<file path="config.mk">
export PLATFORM = sky130hd
export DESIGN_NAME = dual_cmd_memory
export DESIGN_NICKNAME = d
export VERILOG_FILES = /design/src/rtl/dmc_pkg.sv /design/src/rtl/dmc_powerup_seq.sv /design/src/rtl/dmc_arbiter.sv /design/src/rtl/dmc_retain.sv /design/src/rtl/dual_cmd_memory.sv
export SDC_FILE = /design/constraint.sdc
export NUM_CORES = 1
export LEC_CHECK = 0
export ABC_AREA = 1
export BUFFER_PORTS_ARGS = -buffer_cell sky130_fd_sc_hd__buf_2
export CORE_MARGIN = 8
export CORE_UTILIZATION = 25
export CTS_CLUSTER_DIAMETER = 50
export DETAILED_ROUTE_END_ITERATION = 16
export SLEW_MARGIN = 10
export SYNTH_ARGS = -nofsm -noshare
export SYNTH_HDL_FRONTEND = slang
export SYNTH_HIERARCHICAL = 1
export SYNTH_SLANG_ARGS = --single-unit
export TNS_END_PERCENT = 10
</file>
<file path="constraint.sdc">
create_clock -name clk -period 1.4 [get_ports clk]
set_input_delay 0.28 -clock clk [delete_from_list [all_inputs] [get_ports clk]]
set_output_delay 0.28 -clock clk [all_outputs]
set_load 0.01 [all_outputs]
</file>
<file path="src/rtl/dmc_pkg.sv">
package dmc_pkg;

    typedef enum logic [1:0] {
        OWN_NONE = 2'd0,
        OWN_SET  = 2'd1,
        OWN_CLR  = 2'd2
    } owner_e;

    typedef struct packed {
        logic   state;
        owner_e owner;
    } cell_s;

endpackage

</file>
<file path="src/rtl/dmc_powerup_seq.sv">
module dmc_powerup_seq #(
    parameter int INIT_CYCLES = 16
) (
    input  logic clk,
    input  logic pwr_ok_n,
    output logic in_init
);
    localparam int CW = $clog2(INIT_CYCLES + 1);
    localparam logic [CW-1:0] CNT_LOAD = CW'(INIT_CYCLES);

    logic [CW-1:0] cnt_d, cnt_q;

    always_comb begin
        cnt_d = cnt_q;
        if (cnt_q != '0) begin
            cnt_d = cnt_q - 1'b1;
        end
    end

    always_ff @(posedge clk or negedge pwr_ok_n) begin
        if (!pwr_ok_n) begin
            cnt_q <= CNT_LOAD;
        end else begin
            cnt_q <= cnt_d;
        end
    end

    assign in_init = (cnt_q != '0);

endmodule

</file>
<file path="src/rtl/dmc_arbiter.sv">
module dmc_arbiter
    import dmc_pkg::*;
(
    input  logic   cmd_set,
    input  logic   cmd_clr,
    input  cell_s  cur,
    output cell_s  nxt
);
    always_comb begin
        nxt = cur;
        unique case (cur.owner)
            OWN_SET: begin
                if (!cmd_set) begin
                    if (cmd_clr) begin
                        nxt.owner = OWN_CLR;
                        nxt.state = 1'b0;
                    end else begin
                        nxt.owner = OWN_NONE;
                    end
                end
            end
            OWN_CLR: begin
                if (!cmd_clr) begin
                    if (cmd_set) begin
                        nxt.owner = OWN_SET;
                        nxt.state = 1'b1;
                    end else begin
                        nxt.owner = OWN_NONE;
                    end
                end
            end
            default: begin
                if (cmd_clr) begin
                    nxt.owner = OWN_CLR;
                    nxt.state = 1'b0;
                end else if (cmd_set) begin
                    nxt.owner = OWN_SET;
                    nxt.state = 1'b1;
                end else begin
                    nxt.owner = OWN_NONE;
                end
            end
        endcase
    end

endmodule

</file>
<file path="src/rtl/dmc_retain.sv">
module dmc_retain (
    input  logic clk,
    input  logic load_en,
    input  logic state_in,
    output logic ret_q
);
    logic ret_d;

    always_comb begin
        ret_d = ret_q;
        if (load_en) begin
            ret_d = state_in;
        end
    end

    always_ff @(posedge clk) begin
        ret_q <= ret_d;
    end

endmodule

</file>
<file path="src/rtl/dual_cmd_memory.sv">
module dual_cmd_memory
    import dmc_pkg::*;
#(
    parameter int INIT_CYCLES = 16
) (
    input  logic clk,
    input  logic pwr_ok_n,
    input  logic retain_mode,
    input  logic cmd_set,
    input  logic cmd_clr,
    output logic q_std,
    output logic q_cmp
);
    localparam int INIT_EFF = (INIT_CYCLES < 1) ? 1 : INIT_CYCLES;

    logic  in_init;
    logic  ret_q;
    cell_s cell_d, cell_q, arb_nxt;

    dmc_powerup_seq #(.INIT_CYCLES(INIT_EFF)) u_seq (
        .clk      (clk),
        .pwr_ok_n (pwr_ok_n),
        .in_init  (in_init)
    );

    dmc_arbiter u_arb (
        .cmd_set (cmd_set),
        .cmd_clr (cmd_clr),
        .cur     (cell_q),
        .nxt     (arb_nxt)
    );

    dmc_retain u_ret (
        .clk      (clk),
        .load_en  (!in_init),
        .state_in (cell_d.state),
        .ret_q    (ret_q)
    );

    always_comb begin
        cell_d = arb_nxt;
        if (in_init) begin
            cell_d.owner = OWN_NONE;
            cell_d.state = retain_mode ? ret_q : 1'b0;
        end
    end

    always_ff @(posedge clk or negedge pwr_ok_n) begin
        if (!pwr_ok_n) begin
            cell_q <= '{state: 1'b0, owner: OWN_NONE};
        end else begin
            cell_q <= cell_d;
        end
    end

    assign q_std = cell_q.state;
    assign q_cmp = ~cell_q.state;

endmodule

</file>
* Word level (Yosys, flattened, before mapping) *
Index checks and enable logic that the tools add are counted.

storage, ports and cells
  bits in registers = 9
  bits of input ports = 5
  output and inout bits = 2
  word-level logic and storage cells = 22

cells by class
  $add $sub $neg = 1
  equality and inequality tests = 4
  muxes and demuxes = 10
  bitwise logic cells = 1
  reductions and logical operators = 2

operator list
  operator             number
  $mux 3               4
  $ne 3x3->1 const B   2
  $pmux 3 s2           1
  $reduce_bool 5->1    1
  $sub 5x1->5 const B  1
  $mux 1               4
  $eq 2x1->1 const B   1
  $eq 2x2->1 const B   1
  $mux 2               1
  $reduce_and 2->1     1
  $not 1->1            1

* Logic depth before layout (Yosys ltp) *
Gate-level depths: netlist of the first run.

  word-level depth = 4
  depth in mapped cells = 10
  mapped depth without buffers = 10

* Hierarchy *
The synthesis of the first run kept the hierarchy.

by module, submodules not included
  module           times used  cells an instance  area an instance (um^2)  sequential area each (um^2)
  dmc_powerup_seq  1           35                 301.5                    126.4
  dmc_arbiter      1           32                 160.2                    0.0
  dual_cmd_memory  1           12                 110.1                    75.1
  dmc_retain       1           1                  30.0                     30.0

* Worst setup path after synthesis of the first run *
Ideal clock, no wire load.

  path kind = reg2reg
  start = reg cell_q[1] in the netlist's numbering
  end = reg u_ret.ret_q, data pin
  setup time = 0.257 ns
  arrival time = 1.065 ns
  data required time = 1.143 ns
  path slack = 0.078 ns
  cell stages (with the launch flop) = 9
  path buffers = 0
  period minus slack after synthesis = 1.322 ns
  path through = dfrtp_1 > ha_1 > nor2_1 > nand2_1 > nand2_1 > nand2_1 > nand2_1 > nand2_1 > nand2_1

RTL lines
  what                      line                   text
  start: declaration        dual_cmd_memory.sv:18  cell_s cell_d, cell_q, arb_nxt;
  start signal: assignment  dual_cmd_memory.sv:50  cell_q <= '{state: 1'b0, owner: OWN_NONE};
  start signal: assignment  dual_cmd_memory.sv:52  cell_q <= cell_d;
  end signal: assignment    dmc_retain.sv:17       ret_q <= ret_d;
  end: declaration          dmc_retain.sv:5        output logic ret_q

==> results by stage, run 1 <==
STA:
- On the final layout, the worst hold slack is 0.2864 ns.
- The clock tree skew after final layout is 0.004103 ns.
- Of the available clock period, the critical path in the final layout requires 0.9829.
- The worst path meets setup with 0.02399 ns of slack.
- The worst-margin pin slew is 0.1846 ns.
- The timing-limited maximum frequency is 0.7267 GHz.
- The count of final hold-check violations is 0.
- The clock period could shrink to 1.376 ns.
- Setup repair after global routing could not meet its margin everywhere.
- The worst slew slack as a fraction of its limit is 0.8770.
- The number of max-slew violations in the final report is 0.
- Setup violations remaining at the end of the flow were counted as 0.
- After routing, the total negative slack on setup checks comes to 0 ns.

Global routing:
- The first global-routing pass estimated 1.966 mm of wire.
- The via count of the first global-routing pass is 471.
- The initial antenna violation count is 0.
- The overall global routing resource usage is 0.06116.
- Summed over all layers, the global routing overflow is 0.
- The largest net degree at the start of global routing is 9.

Synthesis:
- The number of nets handed over by synthesis was 90.
- The average instance in the mapped netlist occupies 7.523 um2.
- The dominant combinational cell family by area after synthesis is simple AND/OR/NAND/NOR gates.
- Of all cell types, the one taking the most synthesized area is dfrtp_1.
- The post-synthesis instance area is 601.8 um2.
- The compound-gate portion of the synthesized area is 0.07277.
- Counting every instance in the synthesized netlist gives 80.
- The fraction of post-synthesis cell area in the top cell type by area is 0.2911.
- By area the synthesized netlist is led by dfrtp_1 29%, nand2_1 12%, ha_1 10%, inv_1 10%, nand3_1 5.0%.
- Of the total synthesized cell area, the portion taken by XOR and XNOR cells is 0.
- The register area share after synthesis is 0.3846.
- For this run, the number of Yosys warnings is 6.
- After synthesis, the netlist uses 17 different library cells.
- The post-synthesis adder-cell area fraction is 0.1040.
- The multiplexer fraction of the synthesized cell area is 0.
- The post-synthesis share of cell area spent on and, or, nand and nor gates is 0.3264.
- The flop and latch count out of synthesis is 9.

Pwr:
- VDD sags by at most 0.5370 mV.
- The total power density per cell area is 1339 mW/mm2.
- The total leakage power is 0.3892 nW.

Cells and area:
- The final instance area is 744.5 um2.
- 0 antenna diodes ended up in the layout.
- In the final layout, the multi-input gates occupy 320.3 um2.
- The number of filler cells placed in the layout is 248.
- The area added between synthesis and finish is 23.70%.
- The net count of the finished layout is 105.
- Leaving out fill and tap cells, the most frequent cell in the layout is nand2_1.
- In the layout the commonest cells are 19 x nand2_1, 12 x inv_1.
- In the final layout, the share of cells above drive strength 1 is 0.3404.
- The sequential cell area in the final layout is 232.7 um2.

Flow run:
- The reported max-cap violation count is 0.

Die:
- The y dimension of the die is 65.07 um.
- In this run the standard cell core region covers 0.002255 mm2.
- For this configuration, the core starts out at a cell density of 0.2669.
- Row generation in the floorplan step produced 17 rows.
- The boundary pin count is 7.
- The die outline area is 0.004233 mm2.
- From left edge to right edge, the die measures 65.07 um.

Critical path:
- STA classifies the critical path startpoint as a flip-flop.
- The setup check on the worst reg-to-reg path leaves a slack of 0.02 ns.
- The critical path required time is 1.42 ns.
- The endpoint class of the critical path is a flip-flop.
- The setup path with the least slack is of type flip-flop to flip-flop.
- The maximum net fanout on the critical path is 4.
- Data on the critical path arrives at its endpoint at 1.40 ns.

Route:
- The DRC marker count from the first detailed-route iteration is 55.
- The final routed wirelength across all metal layers is 1.199 mm.
- The number of vias per cell is 4.238.
- In this run the remaining antenna-violating nets after routing total 0.
- Summing over every cut layer, the via total after detailed routing is 517.
- The post-detailed-route DRC marker count is 0.
- After detailed routing, the average wire length per cell comes to 9.828 um.
- The iteration count of the initial detailed-routing pass is 4.

Place:
- Summed over all nets, the half-perimeter wirelength after detailed placement is 901.7 um.
- The worst setup timing slack at the placement stage is -0.04380 ns.
- The routability congestion estimate from global placement is 0.7657.
- In this run the tool buffered the top-level ports with 6 buffer cells.
- The placed standard-cell area is 681.9 um2.

Clocking:
- The clock tree root driver cell is clkbuf_4.
- The H-tree level count is 1.
- Clock latency on the worst-skew pair, taken at its later pin, is 0.26 ns.
- For this design, the sink count on the clock tree is 9.
- The clock passes through at most 2 buffers.
- The clock edge transition at the registers on the reported setup and hold paths is 0.06 ns.
- Buffers inserted during clock tree synthesis total 3.
- TritonCTS built the clock tree.

Status:
- The run finished with clean final reports.

Worst hold path:
- The tightest min-delay check is of the input port to flip-flop type.
-- final timing paths --
kind	from	to	cells past startpoint
setup / recovery	cell_q[1]	u_ret/ret_q	8
hold / removal	retain_mode	q_std	3
setup reg to reg	cell_q[1]	u_ret/ret_q	8
hold reg to reg	u_seq/cnt_q[0]	u_seq/cnt_q[0]	2
max in group asynchronous	pwr_ok_n	u_seq/cnt_q[4]	2
min in group asynchronous	pwr_ok_n	cell_q[0]	2
-- through the flow --
stage / power [mW] / std cells / utilization
after floorplan: 0.5923 / 80 / -
after global placement: 0.6754 / 116 / 0.3024
after detailed placement: 0.6899 / 116 / 0.3024
after CTS: 0.9456 / 121 / 0.3246
after global routing: 1.081 / 122 / 0.3302
final: 0.9967 / 122 / 0.3302
-- where the power goes --
part	internal [mW]	leakage (nW)	total, mW	switching, mW
clock network	0.110	0.0150	0.198	0.0879
logic	0.193	0.259	0.423	0.230
registers	0.323	0.115	0.376	0.0526
-- area by class of cell --
type	instances	share of cell area
Multi-Input combinational cell	53	0.4303
Sequential cell	9	0.3126
Inverter	18	0.09076
Timing Repair Buffer	10	0.08403
Tap cell	28	0.04706
Clock buffer	4	0.03529
-- state kept, by name, indices dropped and copies added, names as in the netlist --
signal	cells
cell_q	2
u_seq/cnt_q	5
q_std	1
u_ret/ret_q	1
-- Yosys cell counts --
cell and n:
nor2_4 2, inv_1 16, a21oi_1 2, o21ai_1 2
inv_2 2, nand2_2 3, nand2_1 20, nor2_2 2
o211ai_1 2, nor2_1 7, nand3_1 6, dfrtp_1 7
o21ai_2 1, dfstp_2 1, ha_1 5, nand2_4 1
edfxtp_1 1
-- cell families after synthesis --
group / Yosys count
simple gates: 41
buf+inv: 18
flops: 9
compound gates: 7
fa+ha+maj: 5
-- routing by layer --
metal  global-route usage  share of wire  wire length, um  vias to the layer above
met5                    0              0                0                        -
met1              0.06231           0.40              478                      228
met4              0.03270          0.020               24                        0
li1                     -              -                -                      269
met2              0.09193           0.50              597                       15
met3              0.04296          0.083               99                        5
-- worst max-delay path, cell delays in order, from the launching register on --
cell,delay [ns]
dfrtp_2,0.44
ha_4,0.30
nor2_2,0.05
nand2_1,0.05
nand2_1,0.04
nand2_1,0.06
nand2_1,0.05
nand2_1,0.07
nand2_2,0.05
-- what timing repair did --
action	in CTS	in global routing
pin swaps	0	4
hold buffers	1	0
buffers inserted	0	1
setup endpoints to repair	1	2
endpoints found under the hold margin	7	0
gates resized for setup	3	5
(Power assumes the default switching activity.)
==> inputs of run 2 (changes only) <==
Settings changed: CELL_PAD_IN_SITES_DETAIL_PLACEMENT from default to 1, CELL_PAD_IN_SITES_GLOBAL_PLACEMENT from default to 1, CORE_ASPECT_RATIO from default to 0.6, PLACE_DENSITY_LB_ADDON from default to 0.1.
Clock period 1.4 ns to 1.43 ns, I/O delays scaled along.
==> run 2 against run 1 <==
Effect of this change:
- setup slack gained 0.046 ns
- clock power grew 46%
- largest cell class unchanged
- critical endpoint unchanged
- total power grew 8.7%
- largest power group unchanged
==> results by stage, run 2 (synthesis results as in run 1) <==
Pwr:
- The total power density per cell area is 1374 mW/mm2 (+2.7%).
- The switching share of power came to 0.3490 (-0.02264).
- The part of the total power dissipated in sequential elements is 0.337 (-0.040).
- The power dissipated by switching net loads was 378.1 uW (+2.1%).
- The total leakage power is 0.4043 nW (+3.9%).
- The internal power consumption came to 705.3 uW (+13%).
- The part of the power in the clock network came to 0.267 (+0.069).
- The total design power is 1.083 mW (+8.7%).
- The portion of total power attributed to combinational logic is 0.396 (-0.029).
- The highest ir drop seen on vdd is 0.5512 mV (+2.6%).

Cells and area:
- The area of the multi-input gates came to 322.8 um2 (+0.78%).
- The largest registers in the layout are u_seq/cnt_q: 5 flops, cell_q: 2 flops.
- Counting flops per register, the top entry is u_seq/cnt_q.
- The final instance area is 788.3 um2 (+5.9%).
- The number of nets in the layout came to 106 (+0.95%).
- The antenna diode count is 0 (unchanged).
- The sequential cell area in the final layout is 232.7 um2 (unchanged).
- The number of flip-flops in the largest register is 5 (unchanged).
- The number of standard cells in the layout, taps in and fillers out is 125 (+2.5%).
- The most common cell after layout, fill and taps aside is nand2_1.
- The fraction of layout cells with a size suffix above 1 was 0.3368 (-0.003583).
- The area added between synthesis and finish is 30.98%.
- The number of filler cells placed in the layout is 284 (+15%).
- In the layout the commonest cells are 20 x nand2_1, 12 x inv_1.

Clocking:
- The clock edge transition at the registers on the reported setup and hold paths was 0.04 ns (-0.02 ns).
- The number of buffers on the longest clock path is 2 (unchanged).
- The TritonCTS clock tree is done.
- The number of buffers added by the clock tree synthesis step came to 3 (unchanged).
- The number of buffers added for setup after CTS is 0 (unchanged).
- The number of sinks driven by the clock tree is 9 (unchanged).
- The clock tree root driver cell is clkbuf_8.
- The H-tree level count is 1 (unchanged).
- The worst-skew pair later-pin latency is 0.23 ns (-0.03 ns).

Worst hold path:
- In this run the worst hold path is classified as input port to flip-flop.
- The startpoint of the tightest hold check path is retain_mode.
- The hold path depth was 3 (unchanged).

Route:
- The wire length per cell after detailed routing was 11.05 um (+12%).
- The post-detailed-route DRC marker count is 0 (unchanged).
- The number of vias per cell is 4.056 (-4.3%).
- The DRC marker count from the first detailed-route iteration is 7 (-87%).
- The iteration count of the initial detailed-routing pass is 4 (unchanged).
- The routed via count is 507 (-1.9%).
- The count of antenna-violating nets left after detailed routing is 0 (unchanged).
- The final routed wirelength across all metal layers is 1.381 mm (+15%).

Critical path:
- The maximum net fanout on the critical path is 5 (+1).
- The depth of the most critical reg-to-reg path was 8 (unchanged).
- For this design, the slowest cell found on the critical path is dfrtp_2.
- The endpoint class of the critical path is a flip-flop.
- The arrival time reported for the critical path endpoint is 1.34 ns (-0.06 ns).
- Counting stages on the worst path, the most repeated cell is nand2_1.
- Following the worst setup path forward leads to its endpoint at u_ret/ret_q.
- The critical path startpoint category is a flip-flop.
- The origin of the critical flop-to-flop path is cell_q[1].
- The worst register-to-register path ends at u_ret/ret_q.
- The critical path required time is 1.41 ns (about the same).
- The signal on the critical path passes through ha_4 > inv_2 > nand2_1 > nand2_1 > nand2_1 > nand2_1 > nand2_1 > nand2_1.
- The kind of critical path is flip-flop to flip-flop.
- The flop-to-flop setup slack is 0.07 ns (+0.05 ns).
- The largest incremental delay on the critical path came to 0.44 ns (about the same).
- The source of the critical timing path is cell_q[1].

Die:
- The starting density of the core is 0.2701 (+0.003147).
- The count of standard-cell rows is 13 (-4).
- The y dimension of the die is 54.01 um (-17%).
- The boundary pin count was 7 (unchanged).
- The die outline area is 0.004285 mm2 (+1.2%).
- The placeable core region is 0.002228 mm2 (-1.2%).
- The die extent in x is 79.34 um (+22%).

Global routing:
- The largest net degree at the start of global routing is 9 (unchanged).
- The via count of the first global-routing pass was 489 (+3.8%).
- The overall global routing resource usage is 0.07490 (+0.01374).
- The initial antenna violation count was 0 (unchanged).
- The global-route wire length before repair is 2.366 mm (+20%).
- The total overflow reported by the global router is 0 (unchanged).

Place:
- The placed cell count came to 120 (+3.4%).
- The number of buffers inserted by port buffering came to 6 (unchanged).
- The HPWL after detailed placement is 1.105 mm (+23%).
- The routability congestion estimate from global placement was 0.7843 (+2.4%).
- The placed standard-cell area came to 711.9 um2 (+4.4%).

STA:
- The post-route clock period utilization came to 0.9511 (-0.03178).
- Setup repair after global routing could not meet its margin everywhere.
- The count of final hold-check violations is 0 (unchanged).
- The timing-limited maximum frequency is 0.7353 GHz (+1.2%).
- The count of final setup violators is 0 (unchanged).
- The worst-margin pin slew is 0.2018 ns (+0.01720 ns).
- The worst slew slack as a fraction of its limit came to 0.8655 (-0.01147).
- The number of max-slew violations in the final report is 0 (unchanged).
- The time the final worst path needs with I/O delays and setup is 1.360 ns (-0.01596 ns).
- The clock tree skew after final layout is 0.001628 ns (-0.002475 ns).

Flow run:
- The reported max-cap violation count is 0 (unchanged).

Status:
- The run finished with clean final reports.
[run 2: cell types whose count changed in the layout (fill, tap and decap cells not counted), sizes merged]
cell | previous run | this run
buf | 9 | 10
[run 2: metal layers]
metal | track usage | part of all wire
met1 | 0.1057 | 0.56
met2 | 0.08548 | 0.38
met3 | 0.04485 | 0.066
met4 | 0.02744 | 0
met5 | 0 | 0
[run 2: critical path, delay by kind of cell, from the launching register on]
family / cells / cell delay (ns)
buf+inv: 1 / 0.04
flops: 1 / 0.44
simple gates: 6 / 0.33
fa+ha+maj: 1 / 0.32
[run 2: repair_timing]
action,in CTS,in global routing
resized for setup,1,7
pin swaps,0,6
endpoints found under the hold margin,7,0
gates cloned,0,0
hold buffers,1,0
setup endpoints to repair,1,2
[run 2: cell type report]
| type | instances | share of cell area |
|---|---|---|
| clock buffers | 4 | 0.05714 |
| inverters | 18 | 0.08571 |
| multi-input cells | 53 | 0.4095 |
| flip-flops and latches | 9 | 0.2952 |
| well taps | 30 | 0.04762 |
| repair buffers | 11 | 0.1048 |
[run 2: worst min path at each step]
stage / end
after floorplan: cell_q[0]
after global placement: u_seq/cnt_q[0]
after detailed placement: q_std
after CTS: q_std
after global routing: q_std
final: q_std
[run 2: power by group through the flow]
stage	logic, mW	registers, mW	clock network, mW
finish	0.429	0.366	0.289
detailed placement	0.361	0.356	0
CTS	0.400	0.359	0.307
global placement	0.371	0.355	0
global route	0.500	0.376	0.326
floorplan	0.226	0.354	0
[run 2: through the flow]
| step | hold slack (ns) | setup TNS (ns) | setup WS [ns] | util |
|---|---|---|---|---|
| 5_1_grt | 0.3656 | -0.02095 | -0.02095 | 0.3537 |
| 3_3_place_gp | 0.1474 | -0.009840 | -0.009840 | 0.3195 |
| 4_1_cts | 0.3130 | 0 | 0.02971 | 0.3498 |
| 3_5_place_dp | 0.1451 | -0.01131 | -0.01131 | 0.3195 |
| 2_1_floorplan | -0.009591 | 0 | 0.1077 | - |
| 6_report | 0.3232 | 0 | 0.06995 | 0.3537 |
